`config.mk`:
```
export PLATFORM = sky130hd
export DESIGN_NAME = thr_alarm_unit
export DESIGN_NICKNAME = d
export VERILOG_FILES = /design/src/rtl/thr_alarm_pkg.sv /design/src/rtl/thr_chan_cmp.sv /design/src/rtl/thr_flag_bank.sv /design/src/rtl/thr_alarm_or.sv /design/src/rtl/thr_alarm_unit.sv
export SDC_FILE = /design/constraint.sdc
export NUM_CORES = 1
export LEC_CHECK = 0
export CORE_UTILIZATION = 30
export DETAILED_ROUTE_END_ITERATION = 10
export GPL_TIMING_DRIVEN = 0
export HOLD_SLACK_MARGIN = 0.12
export PLACE_DENSITY = 0.73
export SYNTH_ARGS = -nofsm -noshare
export SYNTH_HDL_FRONTEND = slang
export SYNTH_SLANG_ARGS = --single-unit
```
`constraint.sdc`:
```
create_clock -name clk -period 1.8 [get_ports clk]
set_input_delay 0.36 -clock clk [delete_from_list [all_inputs] [get_ports clk]]
set_output_delay 0.36 -clock clk [all_outputs]
set_load 0.1 [all_outputs]
```
`src/rtl/thr_alarm_pkg.sv`:
```
package thr_alarm_pkg;
  localparam int NUM_CH    = 2;
  localparam int NUM_FLAGS = 2 * NUM_CH;

  typedef enum logic [1:0] {
    FLG_TLO = 2'd0,
    FLG_THI = 2'd1,
    FLG_DLO = 2'd2,
    FLG_DHI = 2'd3
  } flag_idx_e;

  typedef struct packed {
    logic hi;
    logic lo;
  } hit_pair_t;
endpackage

```
`src/rtl/thr_chan_cmp.sv`:
```
module thr_chan_cmp
  import thr_alarm_pkg::*;
#(
  parameter int RES_W = 16,
  parameter int CMP_W = 8
) (
  input  logic             valid_i,
  input  logic [RES_W-1:0] data_i,
  input  logic             armed_i,
  input  logic [CMP_W-1:0] thr_lo_i,
  input  logic [CMP_W-1:0] thr_hi_i,
  input  logic             en_lo_i,
  input  logic             en_hi_i,
  output hit_pair_t        hit_o
);
  localparam int LSB_W = RES_W - CMP_W;

  logic [CMP_W-1:0] top_byte;
  assign top_byte = data_i[RES_W-1 -: CMP_W];

  generate
    if (LSB_W > 0) begin : g_low
      logic unused_low;
      assign unused_low = ^data_i[LSB_W-1:0];
    end
  endgenerate

  logic qual;
  assign qual = valid_i & armed_i;

  always_comb begin
    hit_o.lo = qual & en_lo_i & (top_byte <= thr_lo_i);
    hit_o.hi = qual & en_hi_i & (top_byte >= thr_hi_i);
  end
endmodule

```
`src/rtl/thr_flag_bank.sv`:
```
module thr_flag_bank #(
  parameter int N = 4
) (
  input  logic         clk,
  input  logic         rst_n,
  input  logic         clr_i,
  input  logic [N-1:0] set_i,
  output logic [N-1:0] flags_o
);
  generate
    for (genvar i = 0; i < N; i++) begin : g_flag
      always_ff @(posedge clk) begin
        if (!rst_n)      flags_o[i] <= 1'b0;
        else if (clr_i)  flags_o[i] <= 1'b0;
        else if (set_i[i]) flags_o[i] <= 1'b1;
      end
    end
  endgenerate
endmodule

```
`src/rtl/thr_alarm_or.sv`:
```
module thr_alarm_or #(
  parameter int N = 4
) (
  input  logic         clk,
  input  logic         rst_n,
  input  logic [N-1:0] flags_i,
  output logic         alarm_o
);
  always_ff @(posedge clk) begin
    if (!rst_n) alarm_o <= 1'b0;
    else        alarm_o <= |flags_i;
  end
endmodule

```
`src/rtl/thr_alarm_unit.sv`:
```
module thr_alarm_unit
  import thr_alarm_pkg::*;
#(
  parameter int RES_W = 16,
  parameter int CMP_W = 8
) (
  input  logic             clk,
  input  logic             rst_n,
  input  logic             mission_i,
  input  logic             clear_i,
  input  logic [CMP_W-1:0] thr_tlo_i,
  input  logic [CMP_W-1:0] thr_thi_i,
  input  logic [CMP_W-1:0] thr_dlo_i,
  input  logic [CMP_W-1:0] thr_dhi_i,
  input  logic             en_tlo_i,
  input  logic             en_thi_i,
  input  logic             en_dlo_i,
  input  logic             en_dhi_i,
  input  logic             temp_valid_i,
  input  logic [RES_W-1:0] temp_data_i,
  output logic             temp_ready_o,
  input  logic             dat_valid_i,
  input  logic [RES_W-1:0] dat_data_i,
  output logic             dat_ready_o,
  output logic [NUM_FLAGS-1:0] flags_o,
  output logic             alarm_o
);
  // The unit accepts every result: no back-pressure.
  assign temp_ready_o = 1'b1;
  assign dat_ready_o  = 1'b1;

  // Mission edge detection
  logic mission_q;
  always_ff @(posedge clk) begin
    if (!rst_n) mission_q <= 1'b0;
    else        mission_q <= mission_i;
  end

  logic clr;
  assign clr = clear_i | (mission_i & ~mission_q);

  // Per-channel input arrays
  logic             ch_valid [NUM_CH];
  logic [RES_W-1:0] ch_data  [NUM_CH];
  logic [CMP_W-1:0] ch_tlo   [NUM_CH];
  logic [CMP_W-1:0] ch_thi   [NUM_CH];
  logic             ch_enlo  [NUM_CH];
  logic             ch_enhi  [NUM_CH];
  hit_pair_t        ch_hit   [NUM_CH];

  always_comb begin
    ch_valid[0] = temp_valid_i; ch_data[0] = temp_data_i;
    ch_tlo[0]   = thr_tlo_i;    ch_thi[0]  = thr_thi_i;
    ch_enlo[0]  = en_tlo_i;     ch_enhi[0] = en_thi_i;
    ch_valid[1] = dat_valid_i;  ch_data[1] = dat_data_i;
    ch_tlo[1]   = thr_dlo_i;    ch_thi[1]  = thr_dhi_i;
    ch_enlo[1]  = en_dlo_i;     ch_enhi[1] = en_dhi_i;
  end

  logic [NUM_FLAGS-1:0] set_vec;

  generate
    for (genvar c = 0; c < NUM_CH; c++) begin : g_ch
      thr_chan_cmp #(.RES_W(RES_W), .CMP_W(CMP_W)) u_cmp (
        .valid_i  (ch_valid[c]),
        .data_i   (ch_data[c]),
        .armed_i  (mission_i),
        .thr_lo_i (ch_tlo[c]),
        .thr_hi_i (ch_thi[c]),
        .en_lo_i  (ch_enlo[c]),
        .en_hi_i  (ch_enhi[c]),
        .hit_o    (ch_hit[c])
      );
      assign set_vec[2*c]   = ch_hit[c].lo;
      assign set_vec[2*c+1] = ch_hit[c].hi;
    end
  endgenerate

  thr_flag_bank #(.N(NUM_FLAGS)) u_flags (
    .clk     (clk),
    .rst_n   (rst_n),
    .clr_i   (clr),
    .set_i   (set_vec),
    .flags_o (flags_o)
  );

  thr_alarm_or #(.N(NUM_FLAGS)) u_alarm (
    .clk     (clk),
    .rst_n   (rst_n),
    .flags_i (flags_o),
    .alarm_o (alarm_o)
  );
endmodule

```
==> results.cfg <==
[clock_network]
worst_skew_pair.late_latency_ns = 0.25
path_clk_slew_ns = 0.05
cts_hold_repair_buffers = 0
cts_buffers = 3
number_of_sinks_handled_by_clock_tree_synthesis = 6
clockBufferDepth = 2
clock_tree_from_tritoncts = built
cts_root_buf = sky130_fd_sc_hd__clkbuf_4
cts_max_level = 1

[setup_path]
worst_setup_path_end_kind = output port
top_fanout_value_on_the_critical_path = 1
critPathKind = flop to output port
cpLargestDelayFamily = buffers and inverters
critPathBufInv = 1
critical_path.slowest_cell = sky130_fd_sc_hd__dlygate4sd2_1
wp_data_arrival_ns = 1.38
critical_path.max_stage_delay_ns = 0.84
timing.critical_path.required_ns = 1.44
path_cells = dlygate4sd2_1
r2r_setup_slack_ns = 0.67
timing.critical_path.from_type = flop

[cells_and_area]
multi_input_area_um2 = 802
final_util = 0.530
mostFrequentLayoutCell = sky130_fd_sc_hd__clkdlybuf4s50_1
seqCellArea_um2 = 120
commonest_cells_after_routing_fill_and_taps_aside = sky130_fd_sc_hd__clkdlybuf4s50_1, sky130_fd_sc_hd__inv_1, sky130_fd_sc_hd__ha_1
n_fill_cell = 333
area_growth_syn_to_layout_pct = 68.7
drive_gt1_frac = 0.101
num_antenna_cells = 0
design.final.nets = 307
finish.instance_area_mm2 = 0.00177

[yosys]
synth-seq-area-share = 0.115
ys_types = 25
synth_seq_cells = 6
synthesis.instances = 133
ys.warnings.count = 0
synth_top_cells_by_area = sky130_fd_sc_hd__ha_1, sky130_fd_sc_hd__inv_1, sky130_fd_sc_hd__dfxtp_1
netlist_area_mm2 = 0.00105
synth_top_cell_area_share = 0.382
synth_largest_area_cell = sky130_fd_sc_hd__ha_1
postSynthAreaPerCell_um2 = 7.88

[placed_design]
post_dp_cell_area_mm2 = 0.00173
buffer_ports.inserted = 62
gp_routability_congestion = 0.775
hpwlAfterDp_um = 2250

[run_status]
status = finished clean

[timing]
finalCriticalPeriod_ns = 1.74
setup-violations-final = 0
maxSlewHeadroom = 0.367
fin_worst_skew_ns = 0.00209
hold_vio_cnt_final = 0
worst-slew-pin-transition_ns = 0.953
max_clock_freq_mhz = 574
final-max-slew-violation-count = 0
worst_slack_on_hold_paths_ns = 0.511
final_min_period_over_clock_period = 0.968
grt_setup_unrepaired = no
totalNegativeSetupSlack_ns = 0

[die]
rows = 21
boundaryPins = 81
initial_core_util = 0.314
dieArea_mm2 = 0.00374
coreArea_mm2 = 0.00334
die_height_um = 61.1
die_w_um = 61.1

[global_route]
grt_start_max_net_pins = 9
track_usage = 0.143
global_route_congestion_overflow_total = 0
first_pass_grt_wire_length_um = 4010
number_of_global_route_vias_before_repair = 1052
antenna_found_initial = 0

[pwr]
total_leakage_power_nw = 0.860
power.net_switching_w = 0.000188
seq_power_share = 0.235
combinational_cell_fraction_of_total_power = 0.551
total_power_w = 0.000587
share_clk_of_total_power = 0.214
power.internal_w = 0.000399
vdd.ir_drop.worst_mv = 0.150
power_per_cell_area_mw_per_mm2 = 332
netSwitchingFraction = 0.320

[drt]
post_drt_via_cell_ratio = 4.58
post-route-drc-count = 0
postRouteWirelength_um = 2530
drt-pass1-iter-count = 4
initialDrtViolationCount = 19
detail-route-antenna-nets = 0
via_count = 1123
wl_per_cell_um = 10.3

[run]
max_cap_violations = 0

[worst_hold_path]
hp-class = flop to flop
final timing paths:
kind                                   start                               to  cells past startpoint
max               u_alarm.alarm_o$_SDFF_PN0_                          alarm_o                      1
min          u_flags.flags_o[0]$_SDFFE_PP0P_  u_flags.flags_o[0]$_SDFFE_PP0P_                      2
max reg2reg             mission_q$_SDFF_PN0_  u_flags.flags_o[2]$_SDFFE_PP0P_                      4
min reg2reg  u_flags.flags_o[0]$_SDFFE_PP0P_  u_flags.flags_o[0]$_SDFFE_PP0P_                      2
power groups by stage:
stage / registers (W) / logic, W / clock network (W)
6_report: 0.000138 / 0.000324 / 0.000126
5_1_grt: 0.000138 / 0.000362 / 0.000141
4_1_cts: 0.000138 / 0.000321 / 0.000131
3_5_place_dp: 0.000140 / 0.000318 / 0
3_3_place_gp: 0.000140 / 0.000314 / 0
2_1_floorplan: 0.000151 / 0.000144 / 0
flip-flops by register name (all words and copies together) (netlist names):
name / count
u_flags.flags_o: 4
mission_q: 1
u_alarm.alarm_o: 1
metrics by stage:
step / instances / setup WS, ns
3_3_place_gp: 242 / -0.261
2_1_floorplan: 134 / 0.345
3_5_place_dp: 242 / -0.254
4_1_cts: 245 / 0.0269
6_report: 245 / 0.0583
5_1_grt: 245 / 0.0245
cell usage after synthesis:
library cell and n:
sky130_fd_sc_hd__nand4_1 8, sky130_fd_sc_hd__nor2b_4 1, sky130_fd_sc_hd__nor2b_1 2, sky130_fd_sc_hd__nor3b_4 1, sky130_fd_sc_hd__ha_1 32, sky130_fd_sc_hd__nand2_1 4
sky130_fd_sc_hd__o211ai_2 2, sky130_fd_sc_hd__o21ai_0 5, sky130_fd_sc_hd__nand2b_1 2, sky130_fd_sc_hd__and2_2 1, sky130_fd_sc_hd__a2111oi_0 2, sky130_fd_sc_hd__a21oi_1 12
sky130_fd_sc_hd__nor2_1 2, sky130_fd_sc_hd__o2111ai_1 2, sky130_fd_sc_hd__nand3_1 2, sky130_fd_sc_hd__dfxtp_1 6, sky130_fd_sc_hd__o41a_1 1, sky130_fd_sc_hd__conb_1 1
sky130_fd_sc_hd__a211o_1 2, sky130_fd_sc_hd__buf_4 2, sky130_fd_sc_hd__o21ai_1 1, sky130_fd_sc_hd__inv_1 34, sky130_fd_sc_hd__nor3_1 2, sky130_fd_sc_hd__and3_2 4
sky130_fd_sc_hd__o211ai_1 2
tightest hold or removal path: cells and delay by family, from the launching register on:
kind,cells,cell delay [ns]
flops,1,0.32
simple gates,1,0.07
compound gates,1,0.06
layer usage:
metal / wire, um / part of all wire / GRT usage / up-vias
met2: 1210 / 0.48 / 0.259 / 49
met1: 1070 / 0.42 / 0.159 / 471
met5: 0 / 0 / 0 / -
met3: 226 / 0.089 / 0.0336 / 4
met4: 26 / 0.010 / 0.0584 / 0
li1: - / - / - / 599
layout make-up:
type,count,share of cell area
Sequential cell,6,0.0679
Tap cell,46,0.0325
Multi-Input combinational cell,92,0.453
Clock buffer,3,0.0127
Inverter,34,0.0721
Timing Repair Buffer,62,0.353
Buffer,2,0.00849
logic make-up (layout without fill, tap and decap cells):
family,Yosys count,in the layout,share of synthesized area
buffers and inverters,36,101,0.136
DFF,6,6,0.115
AOI/OAI and AO/OA,29,29,0.185
and+or+nand+nor,29,29,0.179
adders and majority gates,32,32,0.382
other,1,2,0.00358
repair_timing:
action,4_1_cts,5_1_grt
pin swaps,0,2
setup buffers,0,0
endpoints found under the setup margin,6,2
resized for setup,14,3
Power figures use the tool's default switching activity.
